File: src/rtl/amu_pkg.sv
package amu_pkg;
  localparam int AMU_ADDR_W = 20;
  localparam int AMU_NUM_CH = 4;
  localparam int AMU_GRP    = 2;

  // Offset added to the match address for the stacked program counter.
  function automatic logic [1:0] amu_pc_step(input logic long_form);
    return long_form ? 2'd2 : 2'd1;
  endfunction
endpackage

File: src/rtl/amu_cfg_regs.sv
module amu_cfg_regs #(
  parameter int ADDR_W = 20,
  parameter int NUM_CH = 4,
  parameter int GRP    = 2,
  parameter int SEL_W  = 3
) (
  input  logic                     clk,
  input  logic                     rst_n,
  input  logic                     we,
  input  logic [SEL_W-1:0]         sel,
  input  logic [ADDR_W-1:0]        wdata,
  output logic [NUM_CH*ADDR_W-1:0] cmp_flat,
  output logic [NUM_CH-1:0]        en
);
  for (genvar c = 0; c < NUM_CH; c++) begin : g_ch
    localparam int ENSEL = NUM_CH + c / GRP;
    localparam int ENBIT = c % GRP;
    logic [ADDR_W-1:0] cmp_q;
    logic              en_q;

    always_ff @(posedge clk or negedge rst_n) begin
      if (!rst_n) begin
        cmp_q <= '0;
        en_q  <= 1'b0;
      end else if (we) begin
        if (sel == SEL_W'(c))     cmp_q <= wdata;
        if (sel == SEL_W'(ENSEL)) en_q  <= wdata[ENBIT];
      end
    end

    assign cmp_flat[c*ADDR_W +: ADDR_W] = cmp_q;
    assign en[c] = en_q;
  end
endmodule

File: src/rtl/amu_channel.sv
module amu_channel #(
  parameter int ADDR_W = 20
) (
  input  logic [ADDR_W-1:0] cmp,
  input  logic              en,
  input  logic              qual,
  input  logic [ADDR_W-1:0] addr,
  output logic              hit
);
  assign hit = en && qual && (cmp == addr);
endmodule

File: src/rtl/amu_prio_pick.sv
module amu_prio_pick #(
  parameter int N     = 4,
  parameter int IDX_W = 2
) (
  input  logic [N-1:0]     req,
  output logic             any,
  output logic [IDX_W-1:0] idx
);
  always_comb begin
    idx = '0;
    for (int i = N - 1; i >= 0; i--) begin
      if (req[i]) idx = IDX_W'(i);
    end
  end
  assign any = |req;
endmodule

File: src/rtl/amu_ret_calc.sv
module amu_ret_calc #(
  parameter int ADDR_W = 20
) (
  input  logic [ADDR_W-1:0] addr,
  input  logic              long_form,
  output logic [ADDR_W-1:0] pc
);
  function automatic logic [ADDR_W-1:0] ret_value(input logic [ADDR_W-1:0] a,
                                                  input logic lf);
    return a + ADDR_W'(amu_pkg::amu_pc_step(lf));
  endfunction

  assign pc = ret_value(addr, long_form);
endmodule

File: src/rtl/addr_match_unit.sv
module addr_match_unit #(
  parameter int ADDR_W = amu_pkg::AMU_ADDR_W,
  parameter int NUM_CH = amu_pkg::AMU_NUM_CH,
  parameter int GRP    = amu_pkg::AMU_GRP,
  localparam int NGRP  = (NUM_CH + GRP - 1) / GRP,
  localparam int SEL_W = $clog2(NUM_CH + NGRP),
  localparam int IDX_W = (NUM_CH > 1) ? $clog2(NUM_CH) : 1
) (
  input  logic              clk,
  input  logic              rst_n,
  input  logic              cfg_we,
  input  logic [SEL_W-1:0]  cfg_sel,
  input  logic [ADDR_W-1:0] cfg_wdata,
  input  logic              nxt_valid,
  input  logic [ADDR_W-1:0] nxt_addr,
  input  logic              nxt_long,
  input  logic              nxt_ext8,
  output logic              brk_req,
  output logic [IDX_W-1:0]  brk_chan,
  output logic [ADDR_W-1:0] brk_pc
);
  logic [NUM_CH*ADDR_W-1:0] cmp_flat;
  logic [NUM_CH-1:0]        ch_en;
  logic [NUM_CH-1:0]        hit_vec;
  logic                     qual;
  logic                     hit_any;
  logic [IDX_W-1:0]         hit_idx;
  logic [ADDR_W-1:0]        ret_pc;

  amu_cfg_regs #(.ADDR_W(ADDR_W), .NUM_CH(NUM_CH), .GRP(GRP), .SEL_W(SEL_W)) u_cfg (
    .clk(clk), .rst_n(rst_n), .we(cfg_we), .sel(cfg_sel), .wdata(cfg_wdata),
    .cmp_flat(cmp_flat), .en(ch_en)
  );

  // 8-bit external areas are excluded from matching.
  assign qual = nxt_valid && !nxt_ext8;

  for (genvar c = 0; c < NUM_CH; c++) begin : g_cmp
    amu_channel #(.ADDR_W(ADDR_W)) u_ch (
      .cmp(cmp_flat[c*ADDR_W +: ADDR_W]), .en(ch_en[c]), .qual(qual),
      .addr(nxt_addr), .hit(hit_vec[c])
    );
  end

  amu_prio_pick #(.N(NUM_CH), .IDX_W(IDX_W)) u_pick (
    .req(hit_vec), .any(hit_any), .idx(hit_idx)
  );

  amu_ret_calc #(.ADDR_W(ADDR_W)) u_ret (
    .addr(nxt_addr), .long_form(nxt_long), .pc(ret_pc)
  );

  always_ff @(posedge clk or negedge rst_n) begin
    if (!rst_n) begin
      brk_req  <= 1'b0;
      brk_chan <= '0;
      brk_pc   <= '0;
    end else begin
      brk_req  <= hit_any;
      brk_chan <= hit_any ? hit_idx : '0;
      brk_pc   <= hit_any ? ret_pc : '0;
    end
  end
endmodule

File: config.mk
export PLATFORM = sky130hd
export DESIGN_NAME = addr_match_unit
export DESIGN_NICKNAME = d
export VERILOG_FILES = /design/src/rtl/amu_pkg.sv /design/src/rtl/amu_cfg_regs.sv /design/src/rtl/amu_channel.sv /design/src/rtl/amu_prio_pick.sv /design/src/rtl/amu_ret_calc.sv /design/src/rtl/addr_match_unit.sv
export SDC_FILE = /design/constraint.sdc
export NUM_CORES = 1
export LEC_CHECK = 0
export ABC_AREA = 1
export BUFFER_PORTS_ARGS = -buffer_cell sky130_fd_sc_hd__buf_4
export CAP_MARGIN = 20
export CORE_MARGIN = 10
export CORE_UTILIZATION = 31
export DETAILED_ROUTE_END_ITERATION = 8
export SLEW_MARGIN = 10
export SYNTH_ARGS = -nofsm -noshare
export SYNTH_HDL_FRONTEND = slang
export SYNTH_HIERARCHICAL = 1
export SYNTH_SLANG_ARGS = --single-unit
File: constraint.sdc
create_clock -name clk -period 2.65 [get_ports clk]
set_input_delay 0 -clock clk [delete_from_list [all_inputs] [get_ports clk]]
set_output_delay 0 -clock clk [all_outputs]
set_load 0.005 [all_outputs]
==> Yosys cells after proc, flatten, opt, wreduce, memory -nomap -nowiden <==
Cells that the tools add are included.
Widths: inputs -> output; s select.
{ "word_totals": {"reg_bits": 107, "inputBits": 49, "output_inout_bits": 23} }
{ "classes": {"n_eq_ne": 9, "n_mux": 7, "addsub": 1, "n_reduce_logical": 18} }
{ "ops": {"columns": ["op", "n"], "rows": [
  ["$eq 20x20->1", 4],
  ["$add 20x2->20", 1],
  ["$mux 20", 1],
  ["$mux 2", 6],
  ["$reduce_and 2->1", 6],
  ["$logic_and 1x1->1", 9],
  ["$eq 3x2->1 const B", 2],
  ["$eq 3x3->1 const B", 2],
  ["$reduce_or 4->1", 1],
  ["$eq 3x1->1 const B", 1],
  ["$logic_not 3->1", 1],
  ["$logic_not 1->1", 1]
]} }

==> Depth between registers and ports, before layout <==
Gate-level depths: netlist (run 1).
{ "logic_depth": {"word_depth": 9, "mapped_depth": 15, "depth_no_buf": 15} }

==> Cells and area by module <==
Netlist (run 1), hierarchy kept.
{ "by_module_without_submodules": {"columns": ["mod", "seq_area_each_um2", "instances", "area_per_inst_um2", "cells_per_inst"], "rows": [
  ["amu_cfg_regs", 2102.0, 1, 3360.7, 384],
  ["amu_channel", 0.0, 4, 384.1, 97],
  ["addr_match_unit", 575.6, 1, 770.7, 71],
  ["amu_ret_calc", 0.0, 1, 544.3, 100],
  ["amu_prio_pick", 0.0, 1, 46.3, 9]
]} }

==> Least setup slack after synthesis (run 1) <==
No wires, ideal clock.
{ "synth_timing": {"kind": "reg-to-reg", "start": "register u_cfg.g_ch[3].en_q", "end": "register brk_pc[5]", "arrival_time_ns": 1.359, "required_ns": 2.537, "stages_incl_launch_ff": 15, "setup_slack_ns": 1.178, "setup_time_ns": 0.113, "period_less_slack_ns": 1.472, "cell_sequence": "dfrtp_1 buf_4 nand2_1 inv_1 nand2_1 nor2_1 nand2_1 nor2_1 nand2_1 nor2_2 inv_1 nand4_1 buf_6 nand2_1 inv_1"} }
{ "synth_between": {"elab_chain_len": 4} }
{ "synth_rtl": {"columns": ["item", "line_no", "source"], "rows": [
  ["from (decl)", "amu_cfg_regs.sv:19", "logic en_q;"],
  ["from (signal assigned)", "amu_cfg_regs.sv:27", "if (sel == SEL_W'(ENSEL)) en_q <= wdata[ENBIT];"],
  ["$logic_and 1x1->1 (2 in series)", "amu_channel.sv:10", "assign hit = en && qual && (cmp == addr);"],
  ["named net hit_vec[3]", "addr_match_unit.sv:24", "logic [NUM_CH-1:0] hit_vec;"],
  ["$reduce_or 4->1", "amu_prio_pick.sv:15", "assign any = |req;"],
  ["named net hit_any", "addr_match_unit.sv:26", "logic hit_any;"],
  ["$mux 20", "addr_match_unit.sv:61", "brk_pc <= hit_any ? ret_pc : '0;"],
  ["to (signal assigned)", "addr_match_unit.sv:61", null],
  ["to (decl)", "addr_match_unit.sv:20", "output logic [ADDR_W-1:0] brk_pc"]
]} }
The timed path passes the listed nets, and every way through them passes these cells.
A chain may end at the register's enable or synchronous reset.

==> Worst setup path after layout (run 1) <==
{ "layout_timing": {"start": "register u_cfg.g_ch[3].cmp_q[5]", "end": "register brk_chan[0]"} }
{ "layout_between": {"elab_cells_between_ends": 8, "cone_classes": "eq/ne (1); mux (5); reduce/logical (2)"} }
{ "layout_lines": {"columns": ["item", "line_no", "source"], "rows": [
  ["from (decl)", "amu_cfg_regs.sv:18", "logic [ADDR_W-1:0] cmp_q;"],
  ["from (signal assigned)", "amu_cfg_regs.sv:26", "if (sel == SEL_W'(c)) cmp_q <= wdata;"],
  ["$eq 20x20->1", "amu_channel.sv:10", null],
  ["$logic_and 1x1->1", "amu_channel.sv:10", null],
  ["named net hit_vec[3]", "addr_match_unit.sv:24", null],
  ["$reduce_or 4->1", "amu_prio_pick.sv:15", null],
  ["named net hit_any", "addr_match_unit.sv:26", null],
  ["$mux 2", "addr_match_unit.sv:60", "brk_chan <= hit_any ? hit_idx : '0;"],
  ["to (signal assigned)", "addr_match_unit.sv:60", null],
  ["to (decl)", "addr_match_unit.sv:19", "output logic [IDX_W-1:0] brk_chan,"]
]} }
The timed path passes the listed nets, and every way through them passes these cells.

==> results of run 1 <==
[area by class of cell]
| cell class | count | area (um^2) | area share |
|---|---|---|---|
| timing repair buffer | 107 | 880.8 | 0.1160 |
| clock buffer | 10 | 229.0 | 0.03016 |
| inverter | 159 | 596.8 | 0.07861 |
| sequential | 107 | 2678 | 0.3527 |
| clock inverter | 5 | 55.05 | 0.007251 |
| multi-input combinational | 658 | 2821 | 0.3716 |
| tap | 265 | 331.6 | 0.04367 |
[power by group through the flow]
stage | registers [mW] | logic, mW | clock network [mW]
after floorplan | 2.03 | 0.608 | 0
after global placement | 2.07 | 0.890 | 0
after detailed placement | 2.07 | 0.909 | 0
after CTS | 2.04 | 0.944 | 1.37
after global routing | 2.08 | 1.09 | 1.44
final | 2.04 | 0.940 | 1.34
[routing by layer]
| layer | vias up | wire length [um] |
|---|---|---|
| met2 | 149 | 8496 |
| met1 | 2560 | 8893 |
| li1 | 2990 | - |
| met4 | 0 | 223 |
| met5 | - | 0 |
| met3 | 20 | 1175 |
[how the worst max path moves through the flow]
stage,endpoint,slack [ns],cells after the start
floorplan,brk_pc[5]$_DFF_PN0_,1.18,14
global placement,brk_pc[13]$_DFF_PN0_,0.91,15
detailed placement,u_cfg/g_ch[1].cmp_q[19]$_DFFE_PN0P_,0.86,5
CTS,brk_chan[0]$_DFF_PN0_,0.84,12
global route,brk_pc[7]$_DFF_PN0_,0.62,12
finish,brk_chan[0]$_DFF_PN0_,0.82,12
[logic make-up (layout without fill, tap and decap cells)]
logic type | count (synthesis) | after routing | synth area share
AND/OR/NAND/NOR | 610 | 610 | 0.3932
buffers and inverters | 187 | 281 | 0.1214
flip-flops | 107 | 107 | 0.4278
AO/OA/AOI/OAI | 29 | 29 | 0.02799
XOR/XNOR | 16 | 16 | 0.02239
adder cells (fa/ha/maj) | 3 | 3 | 0.007197
[registers in the layout, summed over array words and instances, names as in the netlist]
signal / count
brk_chan: 2
brk_pc: 20
brk_req: 1
u_cfg/g_ch.cmp_q: 80
u_cfg/g_ch.en_q: 4
[critical path, stage by stage (launching register included)]
cell and delay [ns]:
dfrtp_1 0.40, nand2_1 0.09, o21ai_0 0.13, nor2_1 0.12
nand2_1 0.06, nor2_1 0.16, nand2_1 0.09, nor2_2 0.12
inv_1 0.08, nand4_1 0.11, buf_4 0.26, nand2_1 0.08
inv_1 0.06
[cells in the mapped netlist]
master | instances | area share
buf_2 | 22 | 0.018
nand3_1 | 73 | 0.058
a21oi_2 | 2 | 0.0028
o21bai_1 | 3 | 0.0036
nand4_1 | 1 | 0.0010
nor2_2 | 9 | 0.0090
dfrtp_1 | 107 | 0.43
xor2_1 | 5 | 0.0070
buf_6 | 2 | 0.0036
ha_1 | 2 | 0.0040
fa_1 | 1 | 0.0032
o21ai_0 | 9 | 0.0072
nor2_4 | 3 | 0.0054
buf_4 | 4 | 0.0048
a21oi_1 | 1 | 0.00080
nand2_1 | 434 | 0.26
xnor2_1 | 11 | 0.015
nor2_1 | 83 | 0.050
nand2_2 | 5 | 0.0050
nand3_2 | 1 | 0.0016
inv_1 | 154 | 0.092
inv_2 | 5 | 0.0030
o21ai_1 | 2 | 0.0016
nand3_4 | 1 | 0.0028
o22ai_1 | 12 | 0.012
[cells in the final DEF, fill, tap and decap left out, drive strengths merged, types with 2 or more instances in the layout]
cell type and n:
o21bai 3, buf 81, o21ai 11, xnor2 11
clkinvlp 2, nand2 439, xor2 5, a21oi 3
clkbuf 10, inv 159, clkinv 2, dfrtp 107
o22ai 12, nand3 75, nor2 95, ha 2
dlygate4sd3 26
[stage by stage]
stage | worst slack, ns | total power [mW] | cells | utilization
after detailed placement | 0.8610 | 2.983 | 1270 | 0.3586
final | 0.8213 | 4.323 | 1311 | 0.3863
after floorplan | 1.178 | 2.635 | 952 | -
after global routing | 0.6168 | 4.615 | 1311 | 0.3863
after CTS | 0.8430 | 4.355 | 1311 | 0.3863
after global placement | 0.9093 | 2.961 | 1270 | 0.3586
[repair_timing]
action | CTS | global route
endpoints found under the setup margin | 0 | 0
endpoints found under the hold margin | 138 | 0
hold buffers | 26 | 0
==> results.toml, run 1 <==
[global_route]
grt_use_met2 = 0.2289
grt.total_usage = 0.1444
grt_max_degree = 53
overflow = 0
antenna_found_initial = 0
use_met1 = 0.1920
gr-usage-met3 = 0.03589
grt-busiest-layer = "met2"
grt_pass1_wl_um = 30020
grt_pass1_vias = 5597

[route]
drc = 0
wl_per_cell_um = 14.33
avgViaCountPerCell = 4.362
drt_first_pass_iters = 6
vias = 5719
drt_iter0_markers = 410
wl_um = 18790
drtAntennaViolNets = 0

[worst_setup_path]
crit_type = "register to register"
rr_startpoint = "u_cfg/g_ch[3].cmp_q[5]$_DFFE_PN0P_"
startpoint = "u_cfg/g_ch[3].cmp_q[5]$_DFFE_PN0P_"
path_max_fanout = 23
r2r-end = "brk_chan[0]$_DFF_PN0_"
reg2reg_depth = 12
cp-start-kind = "register"
cp.required_ns = 2.94
worst_setup_path_end_kind = "register"
r2r_slack_ns = 0.82
cp_data_arrival_time_ns = 2.12

[power]
clkPwrFrac = 0.310
switchingPower_mw = 1.365
p_leak_nw = 4.424
vdd_drop_max_mv = 0.3341
combPwrFrac = 0.217
switching_share = 0.3158
share_seq_of_total_power = 0.473
internal-power_mw = 2.958
power_density_nw_per_um2 = 569.4

[cts]
root_buffer = "clkbuf_16"
cts_setup_buffers = 0
cts_buffers = 9
cts.sinks = 107
clock_latency_ns = 0.36
htreeDepth = 3
path_clk_slew_ns = 0.07
cts_max_path_buffers = 2
cts_resized = 0
cts_tree = "yes"

[floorplan]
ios = 72
die_h_um = 162.1
die_w_um = 162.1
rows = 51
core-area_um2 = 19650
initial_core_util = 0.3184
dieArea_um2 = 26270

[synthesis]
syn-num-nets = 1004
synth-seq-area-share = 0.4278
yosys.cell_types.count = 25
synth_seq_cells = 107
yosysWarnings = 6
synthesis.area_um2 = 6259
synthCells = 952
avgSynthCellArea_um2 = 6.574

[timing]
max_freq_mhz = 546.8
max_slew_margin = 0.3143
tns_ns = 0
skew_ns = 0.01100
finalCriticalPeriod_ns = 1.829
rsz0062_at_grt = "no"
finalSetupViolCount = 0
hold_viol_final = 0
tightestPinTransition_ns = 1.026
hold_ws_ns = 0.01508
finalCritPeriodShare = 0.6901
slew_violations = 0

[cells_and_area]
nets = 1094
area_growth_syn_to_layout_pct = 21.31
layout-drive-gt1-share = 0.1157
postLayoutCellArea_um2 = 7592
nFillCells = 2099
diodes = 0

[placement]
gp_congestion = 0.8771
dp_hpwl_um = 13570
placed_area_um2 = 7048
port_buffers = 71

[min_path]
holdCritStartpoint = "cfg_sel[1]"
min_to = "u_cfg/g_ch[3].en_q$_DFFE_PN0P_"
hp-class = "primary input to register"
whs_path_depth = 6

[run_status]
status = "finished, final reports clean"

[run]
maxCapViolations = 0
No activity file was read; power rests on OpenSTA's default activity.
==> inputs of run 2 (changes only) <==
ABC_AREA = 0   (was 1)
clock period = 1.82 ns   (was 2.65 ns; I/O delays follow)
==> run 2 against run 1 <==
Net effect: the run now ends with setup timing left; utilization is 1.5 points higher; global-route usage decreased by 2.8 points; clock skew fell by 0.0050 ns; sequential power increased by 51%; cell count is 44% lower; die area shrank 13%; combinational power up 34%; synthesized area down 15%; power up 43%; wire length shrank 33%; maximum frequency decreased by 8.7%; flip-flop and latch count unchanged.
==> results.toml, run 2 <==
[cells_and_area]
final_cell_mix = "dfrtp_1, buf_4, mux2_2"
layout.cells.non_filler = 737
nets = 564
largest_reg_flops = 80
layout_commonest_cell = "dfrtp_1"
regMostFlops = "u_cfg/g_ch.cmp_q"
largestRegisters = "u_cfg/g_ch.cmp_q: 80 flops, brk_pc: 20 flops, u_cfg/g_ch.en_q: 4 flops"
layout-drive-gt1-share = 0.4322
area_growth_syn_to_layout_pct = 26.39

[synthesis]
ys_top_cells_by_count = "dfrtp_1, mux2_2, xnor2_1"
ys_top_cells_by_area = "dfrtp_1, mux2_2, xnor2_1"
yosys.area_share.simple = 0.1175
yosysMostFrequentCell = "dfrtp_1"
synth_compound_area_frac = 0.002594
synthesis.area_um2 = 5305
syn-num-nets = 453
synth_top_area_cell = "dfrtp_1"
synth_mux_area_frac = 0.1783
avgSynthCellArea_um2 = 13.23
synth-edff-count = 0
synth_seq_cells = 107
synthFlopType = "dfrtp_1"
synth-seq-area-share = 0.5047
synthCells = 401
synth_xor_area_frac = 0.1618
ys_async_sr_fraction = 1.000
yosysWarnings = 6
synth_top_family_by_area = "multiplexers"
synthAdderAreaFrac = 0.008491
yosysTopAreaCellShare = 0.5047
yosys.cell_types.count = 34

[placement]
dp_hpwl_um = 9592
port_buffers = 71
gp_congestion = 0.7815
dpl.cell_count = 698

[route]
wl_per_cell_um = 17.19
avgViaCountPerCell = 4.621
wl_um = 12670
drtAntennaViolNets = 0
drt_first_pass_iters = 4
vias = 3406
drc = 0
drt_iter0_markers = 202

[cts]
cts_tree = "yes"
cts_max_path_buffers = 2
cts.sinks = 107
clock_latency_ns = 0.36
path_clk_slew_ns = 0.07
htreeDepth = 3
cts_buffers = 9
root_buffer = "clkbuf_16"

[run_status]
status = "complete, but fails checks"
violations = "setup timing"

[timing]
finalCritPeriodShare = 1.100
hold_viol_final = 0
finalSetupViolCount = 23
hold_ws_ns = 0.04128
rsz0062_at_grt = "yes"
skew_ns = 0.006043
finalCriticalPeriod_ns = 2.002
tightestPinTransition_ns = 0.5422
slew_violations = 0
worst_slack_ns = -0.1823
max_freq_mhz = 499.4
max_slew_margin = 0.6386

[min_path]
hp-class = "primary input to register"
whs_path_depth = 3
holdCritStartpoint = "nxt_addr[18]"

[power]
vdd_drop_max_mv = 0.5117
p_leak_nw = 2.880
power_density_nw_per_um2 = 921.9

[worst_setup_path]
crit_type = "register to register"
reg2reg_depth = 9
cp_data_arrival_time_ns = 2.30
path_max_fanout = 23
startpoint = "u_cfg/g_ch[1].cmp_q[7]$_DFFE_PN0P_"
cp.required_ns = 2.12
cp-start-kind = "register"
rr_startpoint = "u_cfg/g_ch[1].cmp_q[7]$_DFFE_PN0P_"
worst_setup_path_end_kind = "register"

[global_route]
antenna_found_initial = 1
overflow = 0
grt_pass1_wl_um = 20150
grt_max_degree = 41
grt_pass1_vias = 3676
grt.total_usage = 0.1164

[floorplan]
die_h_um = 150.8
ios = 72
die_w_um = 150.8
dieArea_um2 = 22750
rows = 47
initial_core_util = 0.3177
core-area_um2 = 16700

[run]
maxCapViolations = 0
## run 2: cell count changes in the layout (fill, tap and decap cells not counted), sizes merged, moves of 11 or more
cell   delta
nor4     +13
inv     -153
xor2     +32
buf      +12
nand4    +17
nor2     -91
o21ai    -11
nand2   -431
and2     +22
o22ai    -12
xnor2    +50
nand3    -70
mux2     +84
## run 2: report_power, final
group	leakage, nW	total (mW)	switching (mW)	internal [mW]
registers	1.33	3.08	0.285	2.79
clock network	0.135	1.84	0.877	0.965
logic	1.42	1.26	0.514	0.750
total	2.88	6.18	1.68	4.51
## run 2: layout make-up
type / count / area [um^2]
tap: 220 / 275.3
clock inverter: 5 / 38.79
clock buffer: 10 / 239.0
sequential: 107 / 2678
fill: 1630 / 9996
timing repair buffer: 114 / 933.4
multi-input combinational: 275 / 2520
inverter: 5 / 18.77
antenna: 1 / 2.502
## run 2: kinds of logic after synthesis
family,count (synthesis)
mux,84
fa+ha+maj,3
xor+xnor,98
compound gates,2
simple gates,88
flops,107
buf+inv,19
## run 2: final timing paths
check / slack [ns] / endpoint
min: 0.04 / brk_pc[18]$_DFF_PN0_
max reg2reg: -0.18 / brk_pc[6]$_DFF_PN0_
min reg2reg: 0.51 / u_cfg/g_ch[0].en_q$_DFFE_PN0P_
max in group asynchronous: 0.97 / u_cfg/g_ch[3].cmp_q[6]$_DFFE_PN0P_
max: -0.18 / brk_pc[6]$_DFF_PN0_
min in group asynchronous: 0.19 / u_cfg/g_ch[3].cmp_q[19]$_DFFE_PN0P_
## run 2: through the flow
stage	setup TNS [ns]	instance area [um^2]	setup slack, ns	utilization	power, mW
detailed placement	-5.149	6175	-0.2420	0.3697	4.336
global placement	-5.132	6175	-0.2342	0.3697	4.292
floorplan	0	5305	0.02861	-	3.890
CTS	-4.124	6683	-0.1999	0.4001	6.269
global route	-6.589	6705	-0.3104	0.4015	6.559
finish	-3.786	6705	-0.1823	0.4015	6.182
## run 2: worst max-delay path: stages, from the launching register on
cell and delay (ns):
dfrtp_1 0.38, xor2_1 0.16, nor4_2 0.32, buf_4 0.16, nand4_1 0.11, nor4_2 0.34, nor2_1 0.07, nand2_1 0.11
buf_12 0.14, and2_2 0.14
## run 2: layer usage
layer | track usage | routed length, um
met1 | 0.1481 | 5809
met2 | 0.1844 | 5872
met5 | 0 | 0
met4 | 0.04909 | 226
met3 | 0.02924 | 763
## run 2: what timing repair did
item / CTS / global route
hold endpoints to repair: 121 / 0
buffers inserted: 1 / 1
gates resized for setup: 2 / 2
endpoints found under the setup margin: 23 / 23
hold buffers: 21 / 0
pin swaps: 0 / 1
==> inputs of run 3 (changes only) <==
CORE_ASPECT_RATIO = 1.4   (was unset)
==> run 3 against run 2 <==
Net effect: die area up 0.33%; via count shrank 0.85%; sequential share of layout area rose by 0.29 points; sequential power about the same; clock power barely moved; register-to-register slack got worse by 0.02 ns; critical path type unchanged; flip-flop and latch count is the same; the run still ends with setup timing left; cell count decreased by 2.6%.
==> results.toml, run 3 (synthesis gave the netlist of run 2 again) <==
[cts]
cts_tree = "yes"
clock_latency_ns = 0.35
cts_buffers = 9
cts.sinks = 107
htreeDepth = 3
path_clk_slew_ns = 0.07
cts_max_path_buffers = 2
root_buffer = "clkbuf_16"

[route]
avgViaCountPerCell = 4.703
drtAntennaViolNets = 0
drt_iter0_markers = 146
vias = 3377
drt_first_pass_iters = 4
wl_per_cell_um = 17.65
wl_um = 12680
drc = 0

[global_route]
overflow = 0
grt.total_usage = 0.1142
grt_pass1_wl_um = 19980
antenna_found_initial = 0
grt_max_degree = 58
grt_pass1_vias = 3729

[power]
power_density_nw_per_um2 = 927.1
power_mw = 6.172
p_leak_nw = 2.865
vdd_drop_max_mv = 0.4037

[worst_setup_path]
path_max_fanout = 23
cp-start-kind = "register"
worstPathCellList = "xor2_1 > nor4_2 > nand4_1 > nor4_2 > nor2_1 > nand2_1 > buf_12 > and2_2"
worst_setup_path_end_kind = "register"
r2r_slack_ns = -0.20
cp_data_arrival_time_ns = 2.31
rr_startpoint = "u_cfg/g_ch[3].cmp_q[7]$_DFFE_PN0P_"
reg2reg_depth = 8
slowest_stage = "dfrtp_1"
cpPeakStageDelay_ns = 0.38
cp_common_cell = "nor4_2"
r2r-end = "brk_pc[7]$_DFF_PN0_"
crit_type = "register to register"
cp.required_ns = 2.11

[placement]
port_buffers = 71
dpl.cell_count = 681
pre_cts_slack_ns = -0.3011
dp_hpwl_um = 9670
gp_congestion = 0.8568

[cells_and_area]
area_growth_syn_to_layout_pct = 25.50
largestRegisters = "u_cfg/g_ch.cmp_q: 80 flops, brk_pc: 20 flops, u_cfg/g_ch.en_q: 4 flops"
nets = 562
layout-drive-gt1-share = 0.4214
regMostFlops = "u_cfg/g_ch.cmp_q"
nFillCells = 1608
largest_reg_flops = 80
final_cell_mix = "dfrtp_1, buf_4, mux2_2"
diodes = 0
layout_commonest_cell = "dfrtp_1"
layout.cells.non_filler = 718

[floorplan]
rows = 56
initial_core_util = 0.3155
core-area_um2 = 16820
die_w_um = 130.6
dieArea_um2 = 22820
die_h_um = 174.8
ios = 72

[run]
maxCapViolations = 0

[min_path]
min_to = "brk_pc[19]$_DFF_PN0_"
holdCritStartpoint = "nxt_addr[19]"
hp-class = "primary input to register"
whs_path_depth = 3

[timing]
slew_violations = 0
max_freq_mhz = 495.2
rsz0062_at_grt = "yes"
tightestPinTransition_ns = 0.4417
finalCriticalPeriod_ns = 2.019
tns_ns = -4.154
worst_slack_ns = -0.1992
finalSetupViolCount = 23
skew_ns = 0.004550
max_slew_margin = 0.7055
hold_viol_final = 0
finalCritPeriodShare = 1.109

[run_status]
status = "complete, but fails checks"
violations = "setup timing"
==> run 3: power breakdown <==
| part | leakage [nW] | internal, mW | switching, mW |
|---|---|---|---|
| sequential | 1.33 | 2.79 | 0.288 |
| clock | 0.130 | 1.01 | 0.825 |
| combinational | 1.41 | 0.738 | 0.522 |
| total | 2.87 | 4.54 | 1.64 |
==> run 3: critical path, delay by kind of cell (launching register included) <==
family        cells  cell delay (ns)
buf+inv           1             0.15
simple gates      6             1.28
flops             1             0.38
xor+xnor          1             0.15
==> run 3: worst max path at each step <==
stage	startpoint	endpoint	slack, ns	cells past startpoint
after floorplan	u_cfg/g_ch[0].cmp_q[0]$_DFFE_PN0P_	brk_chan[0]$_DFF_PN0_	0.03	8
after global placement	u_cfg/g_ch[3].cmp_q[14]$_DFFE_PN0P_	brk_pc[16]$_DFF_PN0_	-0.27	8
after detailed placement	u_cfg/g_ch[3].cmp_q[14]$_DFFE_PN0P_	brk_pc[7]$_DFF_PN0_	-0.30	8
after CTS	u_cfg/g_ch[3].cmp_q[7]$_DFFE_PN0P_	brk_pc[7]$_DFF_PN0_	-0.21	8
after global routing	u_cfg/g_ch[3].cmp_q[7]$_DFFE_PN0P_	brk_pc[7]$_DFF_PN0_	-0.34	8
final	u_cfg/g_ch[3].cmp_q[7]$_DFFE_PN0P_	brk_pc[7]$_DFF_PN0_	-0.20	8
==> run 3: per-stage QoR <==
step             util  cell area [um^2]  hold WS (ns)
3_3_place_gp   0.3659              6153      -0.03356
4_1_cts        0.3959              6658       0.04038
5_1_grt        0.3959              6658       0.06762
3_5_place_dp   0.3659              6153      -0.02147
2_1_floorplan       -              5305       -0.2956
6_report       0.3959              6658       0.04570
==> run 3: area by class of cell <==
| class | count | area [um^2] | share of cell area |
|---|---|---|---|
| Inverter | 5 | 18.77 | 0.002819 |
| Clock buffer | 15 | 267.8 | 0.04022 |
| Clock inverter | 1 | 7.507 | 0.001128 |
| Sequential cell | 107 | 2678 | 0.4022 |
| Tap cell | 203 | 254.0 | 0.03815 |
| Multi-Input combinational cell | 275 | 2514 | 0.3776 |
| Timing Repair Buffer | 112 | 918.4 | 0.1379 |
==> run 3: repair_timing <==
item                                    CTS  global route
hold endpoints to repair                116             0
resized for setup                         3             0
pin swaps                                 1             0
setup buffers                             0             0
hold buffers                             21             0
endpoints found under the setup margin   23            23
==> run 3: routing by layer <==
layer / vias up / track usage / routed length (um)
li1: 1610 / - / -
met1: 1693 / 0.1275 / 5164
met2: 61 / 0.2038 / 6690
met3: 13 / 0.02545 / 623
met4: 0 / 0.04229 / 197
met5: - / 0 / 0
